File: src/rtl/pi_seq_reg.sv
module pi_seq_reg #(
  parameter int W    = 16,
  parameter int AW   = 4,
  parameter int IMAX = 500,
  parameter int KPI  = 6000,
  parameter int FRAC = 8,
  parameter int SHR  = 5
) (
  input  logic                clk,
  input  logic                rst,
  input  logic                go,
  input  logic signed [W-1:0] iref_smp,
  input  logic signed [W-1:0] iload_smp,
  output logic signed [W-1:0] icmd,
  output logic                icmd_vld
);

  localparam int DEPTH = 1 << AW;
  localparam logic [4:0] LAST   = 5'd28;
  localparam logic [4:0] OUT_LD = 5'd27;

  localparam logic signed [W-1:0] C_PMAX = W'(IMAX);
  localparam logic signed [W-1:0] C_NMAX = W'(-IMAX);
  localparam logic signed [W-1:0] C_KP   = W'(KPI);
  localparam logic signed [W-1:0] C_KN   = W'(-KPI);

  localparam logic [2:0] OP_ADD  = 3'b000;
  localparam logic [2:0] OP_GMUL = 3'b001;
  localparam logic [2:0] OP_CMUL = 3'b010;
  localparam logic [2:0] OP_SHR  = 3'b011;
  localparam logic [2:0] OP_PASS = 3'b100;
  localparam logic [2:0] OP_LIM  = 3'b101;

  localparam logic [1:0] SEL_ALU  = 2'b00;
  localparam logic [1:0] SEL_REF  = 2'b01;
  localparam logic [1:0] SEL_LOAD = 2'b10;

  localparam logic [AW-1:0] A_REF  = AW'(0);
  localparam logic [AW-1:0] A_LOAD = AW'(1);
  localparam logic [AW-1:0] A_PMAX = AW'(2);
  localparam logic [AW-1:0] A_NMAX = AW'(3);
  localparam logic [AW-1:0] A_EPRV = AW'(4);
  localparam logic [AW-1:0] A_KP   = AW'(5);
  localparam logic [AW-1:0] A_KN   = AW'(6);
  localparam logic [AW-1:0] A_SA   = AW'(8);
  localparam logic [AW-1:0] A_SB   = AW'(9);
  localparam logic [AW-1:0] A_YPRV = AW'(10);
  localparam logic [AW-1:0] A_ERR  = AW'(11);
  localparam logic [AW-1:0] A_PA   = AW'(12);
  localparam logic [AW-1:0] A_PB   = AW'(13);
  localparam logic [AW-1:0] A_SUM  = AW'(14);
  localparam logic [AW-1:0] A_Y    = AW'(15);

  logic                busy;
  logic [4:0]          step;
  logic [AW-1:0]       ra, rb, wa;
  logic [2:0]          op;
  logic [1:0]          sel;
  logic                we;
  logic signed [W-1:0] ram [DEPTH];
  logic signed [W-1:0] opa, opb, nb, alu_y, alu_q, wdata;
  logic signed [2*W-1:0] xa, xb, prod;

  always_ff @(posedge clk) begin
    if (rst || !go) begin
      busy <= 1'b0;
      step <= '0;
    end else if (!busy) begin
      busy <= 1'b1;
      step <= '0;
    end else if (step == LAST) begin
      step <= '0;
    end else begin
      step <= step + 5'd1;
    end
  end

  always_comb begin
    ra  = A_REF;
    rb  = A_REF;
    op  = OP_PASS;
    we  = 1'b0;
    wa  = A_REF;
    sel = SEL_ALU;
    unique case (step)
      5'd0:  begin we = 1'b1; wa = A_REF;  sel = SEL_REF;  end
      5'd1:  begin we = 1'b1; wa = A_LOAD; sel = SEL_LOAD; end
      5'd2:  begin ra = A_REF;  rb = A_PMAX; op = OP_GMUL; end
      5'd3:  begin we = 1'b1; wa = A_SA; end
      5'd4:  begin ra = A_LOAD; rb = A_NMAX; op = OP_GMUL; end
      5'd5:  begin we = 1'b1; wa = A_SB; end
      5'd6:  begin ra = A_SA; op = OP_SHR; end
      5'd7:  begin we = 1'b1; wa = A_SA; end
      5'd8:  begin ra = A_SB; op = OP_SHR; end
      5'd9:  begin we = 1'b1; wa = A_SB; end
      5'd10: begin ra = A_SA; rb = A_SB; op = OP_ADD; end
      5'd11: begin we = 1'b1; wa = A_ERR; end
      5'd12: begin ra = A_ERR; rb = A_KP; op = OP_CMUL; end
      5'd13: begin we = 1'b1; wa = A_PA; end
      5'd14: begin ra = A_EPRV; rb = A_KN; op = OP_CMUL; end
      5'd15: begin we = 1'b1; wa = A_PB; end
      5'd16: begin ra = A_ERR; op = OP_PASS; end
      5'd17: begin we = 1'b1; wa = A_EPRV; end
      5'd18: begin ra = A_PA; rb = A_PB; op = OP_ADD; end
      5'd19: begin we = 1'b1; wa = A_SUM; end
      5'd20: begin ra = A_SUM; rb = A_YPRV; op = OP_ADD; end
      5'd21: begin we = 1'b1; wa = A_Y; end
      5'd22: begin ra = A_Y; op = OP_PASS; end
      5'd23: begin we = 1'b1; wa = A_YPRV; end
      5'd24: begin ra = A_Y; op = OP_SHR; end
      5'd25: begin we = 1'b1; wa = A_SUM; end
      5'd26: begin ra = A_SUM; rb = A_PMAX; op = OP_LIM; end
      default: ;
    endcase
  end

  assign opa  = ram[ra];
  assign opb  = ram[rb];
  assign nb   = -opb;
  assign xa   = {{W{opa[W-1]}}, opa};
  assign xb   = {{W{opb[W-1]}}, opb};
  assign prod = xa * xb;

  always_comb begin
    unique case (op)
      OP_ADD:  alu_y = opa + opb;
      OP_GMUL: alu_y = W'(prod);
      OP_CMUL: alu_y = W'(prod >>> FRAC);
      OP_SHR:  alu_y = opa >>> SHR;
      OP_LIM:  alu_y = (opa > opb) ? opb : ((opa < nb) ? nb : opa);
      default: alu_y = opa;
    endcase
  end

  always_comb begin
    unique case (sel)
      SEL_REF:  wdata = iref_smp;
      SEL_LOAD: wdata = iload_smp;
      default:  wdata = alu_q;
    endcase
  end

  always_ff @(posedge clk) begin
    if (rst) begin
      for (int i = 0; i < DEPTH; i++) ram[i] <= '0;
      ram[A_PMAX] <= C_PMAX;
      ram[A_NMAX] <= C_NMAX;
      ram[A_KP]   <= C_KP;
      ram[A_KN]   <= C_KN;
    end else if (busy && we) begin
      ram[wa] <= wdata;
    end
  end

  always_ff @(posedge clk) begin
    if (rst) begin
      alu_q <= '0;
      icmd  <= '0;
    end else begin
      alu_q <= alu_y;
      if (busy && step == OUT_LD) icmd <= alu_q;
    end
  end

  assign icmd_vld = busy && (step == LAST);

endmodule

File: config.mk
export PLATFORM = sky130hd
export DESIGN_NAME = pi_seq_reg
export DESIGN_NICKNAME = d
export VERILOG_FILES = /design/src/rtl/pi_seq_reg.sv
export SDC_FILE = /design/constraint.sdc
export NUM_CORES = 1
export LEC_CHECK = 0
export BUFFER_PORTS_ARGS = -buffer_cell sky130_fd_sc_hd__buf_4
export CORE_ASPECT_RATIO = 1.25
export CORE_UTILIZATION = 35
export DETAILED_ROUTE_END_ITERATION = 10
export PLACE_DENSITY = 0.55
export SETUP_SLACK_MARGIN = 0.02
export SLEW_MARGIN = 25
export SYNTH_ARGS = -nofsm -noshare
export SYNTH_HDL_FRONTEND = slang
export SYNTH_SLANG_ARGS = --single-unit
File: constraint.sdc
create_clock -name clk -period 10.3 [get_ports clk]
set_clock_uncertainty 0.15 [all_clocks]
set_input_delay 1.545 -clock clk [delete_from_list [all_inputs] [get_ports clk]]
set_output_delay 1.545 -clock clk [all_outputs]
set_load 0.005 [all_outputs]
* Word level (Yosys, flattened, before mapping)
Memories as Yosys holds them, arrays and structs flattened.
Cells that the tools add are included.
** Storage, ports and cells
- Memory bits (read-only) :: 0
- Register bits :: 38
- Bits in latches :: 0
- RAM bits :: 256
- Memories :: 1
- Word-level logic and storage cells :: 95
** Memory list
- ram :: words 16, width 16, rd ports 2, clocked after memory_dff 0, write ports 16, RTL line 60 : logic signed [W-1:0] ram [DEPTH];
** Operators by class
- $add $sub $neg :: 3
- Bitwise gates (word level) :: 5
- Equal/unequal tests :: 34
- Reductions and logical operators :: 22
- Shift-type cells :: 0
- Multiply operators :: 1
- Mux-type cells :: 23
- Magnitude comparators :: 2
- Div/mod/pow operators :: 0
** Operators with widths (number)
- 16-bit 2-to-1 mux :: 7
- 16-bit case mux with 5 select lines :: 1
- 5-bit == test, second input constant :: 13
- 5-bit by 4-bit == test with 1-bit output, second input constant :: 8
- 4-bit case mux with 10 select lines :: 1
- 16-bit case mux with 2 select lines :: 1
- 4-bit case mux with 8 select lines :: 1
- 4-bit case mux with 7 select lines :: 1
- 16-bit by 16-bit multiplier with 24-bit output :: 1
- 5-bit by 3-bit == test with 1-bit output, second input constant :: 4
- 2-bit OR reduction :: 10
- 16-bit adder :: 1
- 16-bit greater-than comparator :: 1
- 16-bit less-than comparator :: 1
- 16-bit negator :: 1
- 16-bit OR reduction :: 1
- 3-bit case mux with 5 select lines :: 1
- 14-bit OR reduction :: 1
- 5-bit by 2-bit == test with 1-bit output, second input constant :: 2
- 3-bit OR reduction :: 3
- 1-bit 2-to-1 mux :: 8
- 3-bit by 2-bit == test with 1-bit output, second input constant :: 2
- 5-bit by 1-bit adder with 5-bit output, second input constant :: 1
- 5-bit by 1-bit == test with 1-bit output, second input constant :: 1
- 13 further kinds :: 18

* Logic depth before layout (Yosys ltp)
- Word-level depth :: 9
- Gate-level depth with buffers :: 43
- Gate-level depth less buffers :: 37

* Worst setup path after synthesis
OpenSTA, ideal clock, no wires.
- Kind :: register -> register
- From :: reg step[0]
- To :: reg alu_q[13]
- Buffers on the path :: 6
- Stages on the path, launching flop included :: 36
- Path slack :: 1.414 ns
- Arrival :: 8.607 ns
- Data required time :: 10.022 ns
- Library setup time :: 0.128 ns
- Cells stage by stage :: dfxtp_1 inv_1 ha_1 buf_2 and3b_1 o21a_1 nor2_1 buf_2 buf_2 buf_4 buf_4 buf_2 a211oi_1 a21oi_1 clkinv_1 ha_1 fa_1 inv_1 fa_1 fa_1 fa_1 inv_1 fa_1 inv_1 fa_1 inv_1 ha_1 o21ai_0 a21oi_1 nand2_1 o221a_2 a211o_1 o21a_1 xnor2_1 a222oi_1 a31oi_1
** On the way
- Word-level cells in the longest chain between the ends :: 9
- Elaborated cells on any way between the ends :: 39
- Those cells by class :: add/sub (2); mul (1); order compare (2); eq/ne (17); mux (6); reduce/logical (10); memory (1)
** Ends and longest elaborated chain
- start, declared :: RTL line 55 : logic [4:0] step;
- start signal, assigned :: RTL line 74 : step <= step + 5'd1;
- 5-bit == test / 5-bit by 2-bit == test with 1-bit output (equally long branches) :: RTL line 85 : unique case (step)
- 2-bit OR reduction (no line)
- 4-bit case mux with 7 select lines :: RTL line 85
- memory read 16 x 16 bit
- 16-bit negator :: RTL line 119 : assign nb = -opb;
- 16-bit less-than comparator :: RTL line 130 : OP_LIM: alu_y = (opa > opb) ? opb : ((opa < nb) ? nb : opa);
- 16-bit 2-to-1 mux (2 in a row) :: RTL line 130
- 16-bit case mux with 5 select lines * :: RTL line 125 : unique case (op)
- end signal, assigned :: RTL line 160 : alu_q <= alu_y;
- end, declared :: RTL line 61 : logic signed [W-1:0] opa, opb, nb, alu_y, alu_q, wdata;
Mark *: on every way between the ends. The rest lies on a longest branch, timed or not.
A chain may end at the register's enable or synchronous reset.

* Final worst setup path
- From :: reg step[0]
- To :: reg alu_q[11]
Same word-level chain as after synthesis.

==> summary.txt <==
Final layout
  – Final instance area: approximately 29000 um^2
  – Layout cell share with drive strength beyond 1: between 10% and 20%
  – Layout net count: roughly 3300
  – Layout fillers: just over 7000
  – Area grow syn2layout: 11.7%

Floorplanning
  – Full die area: 74800 um^2
  – Rows: 110
  – Die width: between 200 and 250 um
  – Starting Density: 35.6%
  – Core box area: 72500 um^2
  – Top Ports: 52
  – Die Y: slightly above 300 um

Power and ir drop
  – Sw power: around 1.8 mW
  – Sw Ratio: slightly below 40%
  – Reg power frac: between 20% and 30%
  – Clk network pwr share: a little over a quarter
  – Pwr dens: 161 nW/um^2
  – P_leak: between 10 and 15 nW
  – Internal Power: approximately 2.8 mW
  – VDD IR max: roughly 0.30 mV
  – Comb power frac: 43.6%

Global routing
  – Global-route wire length before repair: approximately 150 mm
  – Vias in the first global route: roughly 23000
  – Initial antenna violation count: 1
  – GRT overflow: 0
  – Largest net degree at the start of global routing: 56
  – Total GRT Usage: around 27%

Yosys
  – Post-Synthesis Cells: around 2900
  – EDFF count, synth: 240
  – Synth Flop Type: edfxtp_1
  – Sequential area share after synthesis: about a third
  – Syn Std Cell Area: 25800 um^2
  – Top post-synthesis cells by area: edfxtp_1 (28%), fa_1 (15%), ha_1 (6.2%)
  – Synth top area share: around 28%
  – Synth cell types: 95
  – Ys async rst share: 0%
  – Synth area leader: edfxtp_1
  – Synth Register Bits: ~290
  – Mean area per synthesized cell: between 8 and 9 um^2
  – Ys Warns: 0

Timing
  – Fin. max-slew vios: 0
  – Final Hold Fails: 0
  – RSZ-0062 raised after global routing: false
  – Worst-margin pin slew: 1110 ps
  – Setup-failing EPs final: 0
  – Max-slew headroom: 25.4%
  – Minimum clock period: approximately 10000 ps
  – Tcrit/Tclk final: 96.9%
  – F_max: 100 MHz
  – Setup TNS: 0 ps

Placed design
  – Area after DPL: 27700 um^2
  – Post-detail-place hpwl: approximately 74 mm
  – Port Buf Inserts: slightly above 50
  – GP Congestion: between 1 and 1.5

Clocking
  – H-tree lvl count: 2
  – CTS Buf Count: 35
  – Root buf cell: clkbuf_16
  – Max clock buf depth: 3
  – CTS Hold Buffers Added: 0
  – CTS clk-pin slew, worst paths: 60 ps
  – Worst skew pair latency: roughly 560 ps
  – TritonCTS clock tree: done
  – Clock sinks: slightly below 300

Worst setup path
  – Required @ worst endpoint: between 10000 and 15000 ps
  – Setup crit start kind: flip-flop
  – CP Capture Type: flip-flop
  – Crit Path Max Fanout: 17
  – CP Class: flip-flop to flip-flop
  – Slowest cell on the critical path: a221oi_1
  – CP Data Arrival Time: 10220 ps
  – R2r worst-path depth: 34
  – Largest stage delay on the critical path: around 600 ps
  – Internal reg-to-reg setup slack: about 310 ps

Outcome
  – Outcome: complete, no violations

Drt
  – WL final: 101 mm
  – Remaining DRCs: 0
  – Drt wl/cell: 25.8 um
  – Vias per cell: between 5 and 6
  – Vias: between 20000 and 25000
  – Routed Antenna Nets: 0
  – Pre-antenna DRT Iters: 6
  – Initial drt markers: between 2000 and 2500

Hold path
  – Cell depth of the worst min-delay path: 2
  – Worst Hold Class: flip-flop to flip-flop

Flow run
  – Max cap viols: 0
==> per-stage QoR <==
| step | utilization, % | instances | worst slack, ps | hold slack (ps) | total power [mW] |
|---|---|---|---|---|---|
| floorplan | - | 2933 | 1410 | 282 | 2.73 |
| global placement | 38.1 | 3839 | 376 | 298 | 3.38 |
| detailed placement | 38.2 | 3839 | 360 | 301 | 3.41 |
| CTS | 39.7 | 3902 | 315 | 310 | 4.65 |
| global route | 39.7 | 3904 | 39.2 | 333 | 4.91 |
| finish | 39.7 | 3905 | 315 | 306 | 4.63 |
==> critical path: cells and delay by family, from the launching register on <==
family                     cells  cell delay (ps)
DFF                            1              400
adders and majority gates      8             3390
buffers and inverters          9             1400
AOI/OAI and AO/OA             12             3700
xor gates and xnor gates       1              180
and+or+nand+nor                4              550
==> layer usage <==
metal	vias to the layer above	track usage (%)	wire length, um
li1	9835	-	-
met4	0	19.5	8080
met2	1156	45.0	48000
met1	10900	31.6	37300
met5	-	0	0
met3	364	3.95	7410
==> sequential cells by signal, summed over array words and instances, names as in the netlist <==
signal and count:
ram 256, step 5, busy 1, alu_q 16
icmd 16
==> cells in the final DEF (no fill, tap or decap), types with 37 or more instances in the layout <==
master / n
inv_1: 323
nand3_1: 85
o21ai_0: 87
dfxtp_1: 53
clkbuf_16: 37
nor2_1: 369
conb_1: 57
a21oi_1: 135
ha_1: 127
mux2i_1: 83
fa_1: 188
o211ai_1: 38
edfxtp_1: 240
buf_4: 158
nand2_1: 369
xnor2_1: 46
==> cell families (layout without fill, tap and decap cells) <==
logic type | after synthesis | after routing | share of synthesized area [%]
fa+ha+maj | 316 | 316 | 20.8
mux | 107 | 107 | 4.31
flops | 294 | 294 | 32.1
buf+inv | 542 | 561 | 8.48
xor+xnor | 64 | 64 | 2.31
other cells | 2 | 58 | 0.0291
compound gates | 554 | 554 | 14.8
simple gates | 999 | 999 | 17.1
==> path summary, 6_finish.rpt <==
check,from,end
min,alu_q[0]$_SDFF_PP0_,icmd[0]$_SDFFE_PP0P_
min reg2reg,alu_q[0]$_SDFF_PP0_,icmd[0]$_SDFFE_PP0P_
max reg2reg,step[0]$_SDFF_PP0_,alu_q[11]$_SDFF_PP0_
max,step[0]$_SDFF_PP0_,alu_q[11]$_SDFF_PP0_
==> layout make-up <==
type	instances	area (um^2)	share of cell area [%]
Tap cell	952	1190	4.13
Inverter	335	1260	4.36
Clock buffer	47	993	3.45
Clock inverter	16	111	0.386
Multi-Input combinational cell	2097	15700	54.4
Timing Repair Buffer	163	1290	4.46
Antenna cell	1	2.50	0.00868
Sequential cell	294	8290	28.8
==> Yosys cell counts (all sizes together) (11+ instances only) <==
library cell	count
a211oi	42
a21o	19
a21oi	140
a221oi	35
a22oi	27
a31oi	20
and3	13
buf	78
clkbuf	129
dfxtp	54
edfxtp	240
fa	188
ha	128
inv	326
mux2	23
mux2i	83
nand2	369
nand2b	22
nand3	86
nor2	374
nor2b	28
nor3	24
o211ai	40
o21a	11
o21ai	101
o21bai	11
o221ai	17
o22ai	11
or2	18
xnor2	46
xor2	16
==> power by group through the flow <==
stage / clock (mW) / sequential (mW) / combinational [mW]
5_1_grt: 1.28 / 1.38 / 2.24
3_5_place_dp: 0 / 1.40 / 2.01
2_1_floorplan: 0 / 1.38 / 1.35
3_3_place_gp: 0 / 1.40 / 1.98
4_1_cts: 1.24 / 1.38 / 2.03
6_report: 1.23 / 1.38 / 2.02
==> repair_timing <==
item,CTS,global route
resized for setup,0,3
setup buffers,0,2
endpoints found under the setup margin,0,1
(Power assumes the default switching activity.)
